### src/rtl/gpio_pkg.sv
package gpio_pkg;

    localparam int DATA_W    = 32;
    localparam int NUM_PINS  = 32;
    localparam int SEL_W     = 2;
    localparam int NUM_ALT   = 3;
    localparam int NUM_WORDS = 18;
    localparam int HALF_PINS = NUM_PINS / 2;

    typedef enum logic [4:0] {
        REG_DATA     = 5'd0,
        REG_DRIVE    = 5'd1,
        REG_VSEL_LO  = 5'd2,
        REG_VSEL_HI  = 5'd3,
        REG_ESEL_LO  = 5'd4,
        REG_ESEL_HI  = 5'd5,
        REG_OPEN     = 5'd6,
        REG_LEVEL    = 5'd7,
        REG_RCV1     = 5'd8,
        REG_RCV2     = 5'd9,
        REG_RCV3     = 5'd10,
        REG_GAP      = 5'd11,
        REG_ISEL1_LO = 5'd12,
        REG_ISEL1_HI = 5'd13,
        REG_ISEL2_LO = 5'd14,
        REG_ISEL2_HI = 5'd15,
        REG_ISEL3_LO = 5'd16,
        REG_ISEL3_HI = 5'd17
    } word_e;

    typedef enum logic [SEL_W-1:0] {
        SRC_LOCAL = 2'd0,
        SRC_ALT1  = 2'd1,
        SRC_ALT2  = 2'd2,
        SRC_ALT3  = 2'd3
    } src_e;

    typedef struct packed {
        logic [DATA_W-1:0] data;
        logic [DATA_W-1:0] drive;
        logic [DATA_W-1:0] odrain;
        logic [DATA_W-1:0] vsel_lo;
        logic [DATA_W-1:0] vsel_hi;
        logic [DATA_W-1:0] esel_lo;
        logic [DATA_W-1:0] esel_hi;
    } pin_ctrl_t;

    // Bit position of pin n in a one-bit-per-pin word (MSB-first).
    function automatic int pin_bit(input int n);
        return DATA_W - 1 - n;
    endfunction

    // Lowest bit of pin n's two-bit select field within its half word.
    function automatic int sel_lsb(input int n);
        return DATA_W - SEL_W - SEL_W * (n % HALF_PINS);
    endfunction

    // Words that hold software-written state.
    function automatic bit is_storage(input int w);
        return (w != int'(REG_LEVEL)) && (w != int'(REG_GAP));
    endfunction

endpackage

### src/rtl/gpio_sync.sv
module gpio_sync #(
    parameter int WIDTH  = 32,
    parameter int STAGES = 2
) (
    input  logic             clk,
    input  logic             rst,
    input  logic [WIDTH-1:0] din,
    output logic [WIDTH-1:0] dout
);
    localparam int LAST = STAGES - 1;

    logic [WIDTH-1:0] chain [STAGES];

    always_ff @(posedge clk) begin
        if (rst) chain[0] <= '0;
        else     chain[0] <= din;
    end

    for (genvar s = 1; s < STAGES; s++) begin : g_stage
        always_ff @(posedge clk) begin
            if (rst) chain[s] <= '0;
            else     chain[s] <= chain[s-1];
        end
    end

    assign dout = chain[LAST];
endmodule

### src/rtl/gpio_regfile.sv
module gpio_regfile
    import gpio_pkg::*;
#(
    parameter int ADDR_W = 7
) (
    input  logic              clk,
    input  logic              rst,
    input  logic              wr,
    input  logic [ADDR_W-1:0] addr,
    input  logic [DATA_W-1:0] wdata,
    input  logic [DATA_W-1:0] level,
    output logic [DATA_W-1:0] rdata,
    output pin_ctrl_t         ctrl
);
    localparam int IDX_W = ADDR_W - 2;

    logic [IDX_W-1:0]  idx;
    logic [1:0]        unused_byte_lane;
    logic [DATA_W-1:0] store [NUM_WORDS];

    assign idx              = addr[ADDR_W-1:2];
    assign unused_byte_lane = addr[1:0];

    for (genvar w = 0; w < NUM_WORDS; w++) begin : g_word
        if (is_storage(w)) begin : g_rw
            always_ff @(posedge clk) begin
                if (rst)
                    store[w] <= '0;
                else if (wr && (idx == IDX_W'(w)))
                    store[w] <= wdata;
            end
        end else begin : g_ro
            assign store[w] = '0;
        end
    end

    always_comb begin
        rdata = '0;
        for (int w = 0; w < NUM_WORDS; w++) begin
            if (idx == IDX_W'(w)) begin
                rdata = (w == int'(REG_LEVEL)) ? level : store[w];
            end
        end
    end

    always_comb begin
        ctrl.data    = store[REG_DATA];
        ctrl.drive   = store[REG_DRIVE];
        ctrl.odrain  = store[REG_OPEN];
        ctrl.vsel_lo = store[REG_VSEL_LO];
        ctrl.vsel_hi = store[REG_VSEL_HI];
        ctrl.esel_lo = store[REG_ESEL_LO];
        ctrl.esel_hi = store[REG_ESEL_HI];
    end
endmodule

### src/rtl/gpio_pin_mux.sv
module gpio_pin_mux
    import gpio_pkg::*;
(
    input  pin_ctrl_t                      ctrl,
    input  logic [NUM_ALT-1:0][DATA_W-1:0] alt_val,
    input  logic [NUM_ALT-1:0][DATA_W-1:0] alt_en,
    output logic [DATA_W-1:0]              pin_out,
    output logic [DATA_W-1:0]              pin_oe
);
    for (genvar n = 0; n < NUM_PINS; n++) begin : g_pin
        localparam int B   = pin_bit(n);
        localparam int LSB = sel_lsb(n);

        src_e vcode, ecode;
        logic val, en;

        if (n < HALF_PINS) begin : g_lo
            assign vcode = src_e'(ctrl.vsel_lo[LSB +: SEL_W]);
            assign ecode = src_e'(ctrl.esel_lo[LSB +: SEL_W]);
        end else begin : g_hi
            assign vcode = src_e'(ctrl.vsel_hi[LSB +: SEL_W]);
            assign ecode = src_e'(ctrl.esel_hi[LSB +: SEL_W]);
        end

        always_comb begin
            unique case (vcode)
                SRC_LOCAL: val = ctrl.data[B];
                SRC_ALT1:  val = alt_val[0][B];
                SRC_ALT2:  val = alt_val[1][B];
                default:   val = alt_val[2][B];
            endcase
            unique case (ecode)
                SRC_LOCAL: en = ctrl.drive[B];
                SRC_ALT1:  en = alt_en[0][B];
                SRC_ALT2:  en = alt_en[1][B];
                default:   en = alt_en[2][B];
            endcase
        end

        assign pin_out[B] = ctrl.odrain[B] ? 1'b0 : val;
        assign pin_oe[B]  = ctrl.odrain[B] ? (en & ~val) : en;
    end
endmodule

### src/rtl/gpio_port_ctrl.sv
module gpio_port_ctrl
    import gpio_pkg::*;
#(
    parameter int ADDR_W      = 7,
    parameter int SYNC_STAGES = 2
) (
    input  logic                           clk,
    input  logic                           rst,
    input  logic                           bus_wr,
    input  logic [ADDR_W-1:0]              bus_addr,
    input  logic [DATA_W-1:0]              bus_wdata,
    output logic [DATA_W-1:0]              bus_rdata,
    input  logic [NUM_ALT-1:0][DATA_W-1:0] alt_val,
    input  logic [NUM_ALT-1:0][DATA_W-1:0] alt_en,
    input  logic [DATA_W-1:0]              pin_in,
    output logic [DATA_W-1:0]              pin_out,
    output logic [DATA_W-1:0]              pin_oe
);
    pin_ctrl_t         ctrl;
    logic [DATA_W-1:0] level;

    gpio_sync #(.WIDTH(DATA_W), .STAGES(SYNC_STAGES)) u_sync (
        .clk  (clk),
        .rst  (rst),
        .din  (pin_in),
        .dout (level)
    );

    gpio_regfile #(.ADDR_W(ADDR_W)) u_regs (
        .clk   (clk),
        .rst   (rst),
        .wr    (bus_wr),
        .addr  (bus_addr),
        .wdata (bus_wdata),
        .level (level),
        .rdata (bus_rdata),
        .ctrl  (ctrl)
    );

    gpio_pin_mux u_mux (
        .ctrl    (ctrl),
        .alt_val (alt_val),
        .alt_en  (alt_en),
        .pin_out (pin_out),
        .pin_oe  (pin_oe)
    );
endmodule

### config.mk
export PLATFORM = sky130hd
export DESIGN_NAME = gpio_port_ctrl
export DESIGN_NICKNAME = d
export VERILOG_FILES = /design/src/rtl/gpio_pkg.sv /design/src/rtl/gpio_sync.sv /design/src/rtl/gpio_regfile.sv /design/src/rtl/gpio_pin_mux.sv /design/src/rtl/gpio_port_ctrl.sv
export SDC_FILE = /design/constraint.sdc
export NUM_CORES = 1
export LEC_CHECK = 0
export ABC_AREA = 1
export BUFFER_PORTS_ARGS = -buffer_cell sky130_fd_sc_hd__clkbuf_2
export CELL_PAD_IN_SITES_DETAIL_PLACEMENT = 0
export CELL_PAD_IN_SITES_GLOBAL_PLACEMENT = 1
export CORE_ASPECT_RATIO = 0.6
export CORE_UTILIZATION = 37
export CTS_CLUSTER_DIAMETER = 100
export DETAILED_ROUTE_END_ITERATION = 10
export GPL_TIMING_DRIVEN = 0
export PLACE_DENSITY = 0.85
export SYNTH_ARGS = -nofsm -noshare
export SYNTH_HDL_FRONTEND = slang
export SYNTH_SLANG_ARGS = --single-unit
### constraint.sdc
create_clock -name clk -period 1.35 [get_ports clk]
set_input_delay 0.0675 -clock clk [delete_from_list [all_inputs] [get_ports clk]]
set_output_delay 0.0675 -clock clk [all_outputs]
set_load 0.01 [all_outputs]
==> results of run 1 <==
## metal layers
metal  part of all wire  vias up  GRT usage
met1               0.44    14412     0.5330
met4              0.026        8    0.07925
met2               0.36     2110     0.4537
met3               0.17      245     0.1620
met5            0.00036        -          0
li1                   -    13834          -
## worst max-delay path: cells and delay by family (launching register included)
kind | cells | cell delay, ns
simple gates | 5 | 0.59
buf+inv | 2 | 0.40
compound gates | 2 | 0.33
flops | 1 | 0.37
## cell families after synthesis
group / Yosys count / share of synthesized area
AND/OR/NAND/NOR: 1776 / 0.2741
flip-flops: 576 / 0.4294
buffers and inverters: 754 / 0.1126
AO/OA/AOI/OAI: 819 / 0.1840
## area by class of cell
type,count,area share
inverter,453,0.05115
multi-input combinational,2595,0.3809
sequential,576,0.3391
clock inverter,31,0.01205
buffer,300,0.04573
clock buffer,74,0.04656
timing repair buffer,476,0.08907
tap,975,0.03527
antenna,2,0.0001447
## flip-flops by register name, summed over array words and instances (netlist names)
signal        count
u_regs.ctrl     224
u_regs.store    288
u_sync.chain     64
## worst min path at each step
stage	cells past startpoint	start	endpoint
4_1_cts	3	bus_wdata[17]	u_regs.ctrl[17]
3_3_place_gp	3	pin_in[29]	u_sync.chain[0][29]
2_1_floorplan	2	pin_in[0]	u_sync.chain[0][0]
6_report	3	bus_wdata[0]	u_regs.ctrl[64]
5_1_grt	3	bus_wdata[12]	u_regs.ctrl[140]
3_5_place_dp	3	pin_in[27]	u_sync.chain[0][27]
## power groups by stage
| stage | sequential, mW | combinational, mW | clock, mW |
|---|---|---|---|
| floorplan | 17.7 | 1.38 | 0 |
| global placement | 17.7 | 2.90 | 0 |
| detailed placement | 17.7 | 2.90 | 0 |
| CTS | 17.3 | 3.20 | 17.7 |
| global route | 17.4 | 3.62 | 18.4 |
| finish | 17.3 | 3.49 | 17.8 |
## cells in the final DEF, fill, tap and decap left out, types with 101 or more instances in the layout
master and n:
nand2_1 842, nor2_1 462, dfxtp_1 460, inv_1 338
clkbuf_2 303, a21oi_1 290, a211oi_1 264, nand3_1 194
clkbuf_1 143, o21ai_0 117, buf_2 101
## timing repair
item,4_1_cts,5_1_grt
pin swaps,83,168
hold endpoints to repair,152,0
setup endpoints to repair,610,499
buffers inserted,41,55
gates resized for setup,439,410
hold buffers,61,0
==> results_dict.tcl, run 1 <==
set metrics [dict create \
    worst_setup_path_end_kind "primary output" \
    p_int_mw 28.38 \
    p_comb_frac 0.090 \
    antenna_left 0 \
    avgSynthCellArea_um2 6.842 \
    synth_edf_count 0 \
    failed_checks "negative setup slack" \
    hold_violations 0 \
    start_util 0.3740 \
    route.vias.total 30609 \
    p_clk_frac 0.461 \
    finalCritPeriodShare 1.793 \
    grt_pass1_wl_um 190200 \
    yosys.area.top_type_share 0.4294 \
    crit_top_cell "nand3_1" \
    dieWidth_um 349.8 \
    min-delay-path-class "in -> reg" \
    cp.required_ns 1.28 \
    cts_tree "yes" \
    r2r-end "u_regs.ctrl[116]" \
    yosysSeqAreaShare 0.4294 \
    detail_route.wl_per_cell_um 24.60 \
    instances_no_fill 5482 \
    rrSetupSlack_ns 0.36 \
    seqPwrFrac 0.449 \
    tightest_slew_ns 1.256 \
    dp_hpwl_um 103300 \
    synthDistinctLibCells 32 \
    fmax_mhz 413.2 \
    htree_num_levels 2 \
    synthTopCellsByArea "dfxtp_1, nand2_1, a211oi_1, nor2_1, inv_1" \
    yosys.area.top_type "dfxtp_1" \
    syn-num-nets 4191 \
    dpl_cell_area_um2 29700 \
    layout_setup_ws_ns -1.070 \
    cpPeakStageDelay_ns 0.37 \
    vias_per_cell 5.584 \
    ios 362 \
    synth.most_common_cell "nand2_1" \
    slew_violations 0 \
    p_leak_nw 13.62 \
    crit_start "u_regs.ctrl[134]" \
    ys_warn_count 0 \
    clk_latency_ns 0.67 \
    cts_buffer_depth 3 \
    relSlewSlack 0.1627 \
    ir_drop_uv 947.9 \
    wl_um 134800 \
    place_ws_ns -1.414 \
    skew_ns 0.02610 \
    grt_pass1_vias 27363 \
    routabilityCongestion 1.043 \
    synthToLayoutAreaGrowth_pct 28.80 \
    synthFlopType "dfxtp_1" \
    port_buffers 325 \
    whs_ns 0.03814 \
    ff2ff_path_depth 5 \
    rsz0062_at_grt "yes" \
    netlist_area_um2 26850 \
    drtPass1Iterations 7 \
    synthTopCellsByCount "nand2_1, dfxtp_1, nor2_1" \
    track_usage 0.3573 \
    drt-initial-drc-count 4531 \
    grt_max_degree 17 \
    cpMaxStageDelayCell "dfxtp_1" \
    final_area_um2 34590 \
    worstReg2RegStart "u_regs.ctrl[116]" \
    critPathMaxFanout 3 \
    antenna_found_initial 8 \
    critPathArrivalTime_ns 2.35 \
    die-area_um2 73690 \
    cts_buffers 56 \
    grt-ovfl-total 0 \
    status "finished with violations" \
    powerDensity_nw_per_um2 1117 \
    timing.final.crit_period_ns 2.420 \
    multi_input_area_um2 13170 \
    drive_above_1_share 0.2542 \
    worstSetupStartpointType "flip-flop" \
    ys_async_sr_fraction 0 \
    core_um2 71790 \
    drc_errors 0 \
    crit_type "reg -> out" \
    nNetsFinal 4724 \
    path_cells "inv_1 > o21ai_0 > o21bai_1 > nand3_1 > nand2_1 > nand4_1 > nor2_1 > nand3_1 > clkbuf_2" \
    switching_share 0.2651 \
    fillers 7382 \
    fp.dieH_um 210.7 \
    row_count 76 \
    tns_ns -59.32 \
    synth.ff_latch_count 576 \
    clkTransAtPathRegs_ns 0.07 \
    finalPower_mw 38.62 \
    setup_violations 137 \
    dp.cells 5225 \
    cts_num_sinks 576 \
    ff_latch_area_um2 11730 \
    synthCells 3925 \
    max_cap_viol_count 0 \
    cts-root-buf "clkbuf_16" \
    p_switching_mw 10.24 \
    fin_util 0.4817 \
    crit_path_end "bus_rdata[6]" \
]
(Power assumes the default switching activity.)
==> inputs of run 2 (changes only) <==
Settings changed: BUFFER_PORTS_ARGS -buffer_cell sky130_fd_sc_hd__clkbuf_2 to not set, CORE_UTILIZATION 37 to 41, DONT_BUFFER_PORTS set to 1.
==> run 2 against run 1 <==
Effect of this change:
- the run still ends with negative setup slack left
- cell count down 7.9%
- register-to-register slack worse by 0.13 ns
- non-clock buffer count down 314
- clock skew up 0.0053 ns
- fmax up 3.4%
- via count down 3.0%
- flip-flop and latch count unchanged
- worst hold slack worse by 0.0032 ns
- critical path depth up 1
- sequential power about the same
- clock-buffer cell count unchanged
- largest power group is now sequential cells
- highest routed layer unchanged
==> results_dict.tcl, run 2 (synthesized netlist as in run 1, its figures left out) <==
set metrics [dict create \
    track_usage 0.3809 \
    ff2ff_path_depth 2 \
    grt_max_degree 16 \
    cp.required_ns 1.28 \
    slew_violations 0 \
    drtPass1Iterations 7 \
    core_um2 64590 \
    dr_wl_met2_um 48300 \
    vias_per_cell 5.879 \
    highest_layer "met5" \
    worstReg2RegStart "u_regs.ctrl[139]" \
    critPathArrivalTime_ns 2.27 \
    drt-initial-drc-count 4768 \
    cts_buffer_depth 3 \
    dp_hpwl_um 99970 \
    final_common_cell "nand2_1" \
    route.vias.total 29677 \
    fp.dieH_um 200.2 \
    drive_above_1_share 0.2138 \
    antenna_found_initial 14 \
    regMostFlops "u_regs.store" \
    clkTransAtPathRegs_ns 0.07 \
    p_leak_nw 12.24 \
    critPathMaxFanout 3 \
    synthToLayoutAreaGrowth_pct 22.57 \
    r2r-end "u_regs.ctrl[139]" \
    worstSetupStartpointType "flip-flop" \
    worst_setup_path_end_kind "primary output" \
    port_buffers 0 \
    tightest_slew_ns 1.127 \
    timing.final.crit_period_ns 2.341 \
    antenna_left 0 \
    dpl_cell_area_um2 27920 \
    failed_checks "negative setup slack" \
    status "finished with violations" \
    cts-root-buf "clkbuf_16" \
    drc_errors 0 \
    min_path_cells 3 \
    route.met3.wl_um 23480 \
    fillers 6529 \
    dieWidth_um 332.4 \
    largest_reg_flops 288 \
    worstHoldStart "bus_wdata[10]" \
    final_area_um2 32910 \
    hold_violations 0 \
    grt_pass1_wl_um 185100 \
    fin_util 0.5096 \
    finalPower_mw 37.27 \
    ir_drop_uv 1010 \
    grt_pass1_vias 26078 \
    met1_length_um 57270 \
    min-delay-path-class "in -> reg" \
    fmax_mhz 427.2 \
    ios 362 \
    cts_tree "yes" \
    layout_setup_ws_ns -0.9908 \
    crit_type "reg -> out" \
    die-area_um2 66560 \
    row_count 72 \
    start_util 0.4157 \
    wl_um 132100 \
    skew_ns 0.03140 \
    nNetsFinal 4409 \
    detail_route.wl_per_cell_um 26.18 \
    finalCritPeriodShare 1.734 \
    relSlewSlack 0.2489 \
    rrSetupSlack_ns 0.23 \
    setup_violations 125 \
    cts_num_sinks 576 \
    worstHoldEndpoint "u_regs.ctrl[106]" \
    htree_num_levels 2 \
    grt-ovfl-total 0 \
    clk_latency_ns 0.66 \
    max_cap_viol_count 0 \
    cts_buffers 55 \
    rsz0062_at_grt "yes" \
    powerDensity_nw_per_um2 1132 \
    final_cell_mix "nand2_1, dfxtp_1, nor2_1" \
    routabilityCongestion 1.057 \
]
==> run 2: power breakdown <==
group	internal (mW)	switching [mW]	total, mW	leakage (nW)
Clock	9.42	7.53	16.9	0.932
Combinational	0.739	2.25	2.99	6.58
Sequential	17.2	0.143	17.3	4.73
Total	27.4	9.92	37.3	12.2
==> run 2: how the worst max path moves through the flow <==
stage                      from                end
3_3_place_gp                rst  u_regs.store[159]
5_1_grt        u_regs.ctrl[207]      bus_rdata[15]
3_5_place_dp                rst   u_regs.store[30]
2_1_floorplan       bus_addr[4]       bus_rdata[6]
6_report       u_regs.ctrl[207]      bus_rdata[15]
4_1_cts        u_regs.ctrl[207]      bus_rdata[15]
==> run 2: final cells by class <==
class / instances / area (um2) / share of cell area
Timing Repair Buffer: 161 / 1529 / 0.04645
Buffer: 301 / 1398 / 0.04246
Inverter: 453 / 1759 / 0.05345
Sequential cell: 576 / 11750 / 0.3570
Clock buffer: 74 / 1589 / 0.04828
Multi-Input combinational cell: 2595 / 13480 / 0.4096
Antenna cell: 11 / 27.53 / 0.0008363
Tap cell: 851 / 1065 / 0.03235
Clock inverter: 26 / 315.3 / 0.009580
==> run 2: worst max-delay path: stages, from the launching register on <==
cell and delay [ns]:
dfxtp_4 0.35, nand4_1 0.12, nand3_2 0.12, nand2_4 0.12, nand4_1 0.11, o21bai_2 0.23
nand3_1 0.13, nand2_1 0.10, nand4_1 0.11, nor2_2 0.12, nand3_2 0.11
==> run 2: stage by stage <==
step                std cells  hold slack [ns]  TNS (ns)  setup WS, ns
detailed placement       4776           0.1787   -500.06        -1.407
CTS                      4993         0.003278    -48.12        -1.024
finish                   5048          0.03497    -48.46       -0.9908
global placement         4776           0.1776   -522.51        -1.440
global route             5040          0.03094    -51.39        -1.022
floorplan                3925           0.1745         0      0.008802
==> run 2: per-layer routing <==
metal | global-route usage | vias to the layer above
li1 | - | 13222
met1 | 0.5727 | 13972
met2 | 0.4762 | 2252
met3 | 0.1741 | 225
met4 | 0.09077 | 6
met5 | 0 | -
==> run 2: timing repair <==
item | CTS | global route
pin swaps | 122 | 169
hold endpoints to repair | 152 | 0
hold buffers | 61 | 0
endpoints found under the setup margin | 582 | 365
setup buffers | 56 | 52
resized for setup | 528 | 298
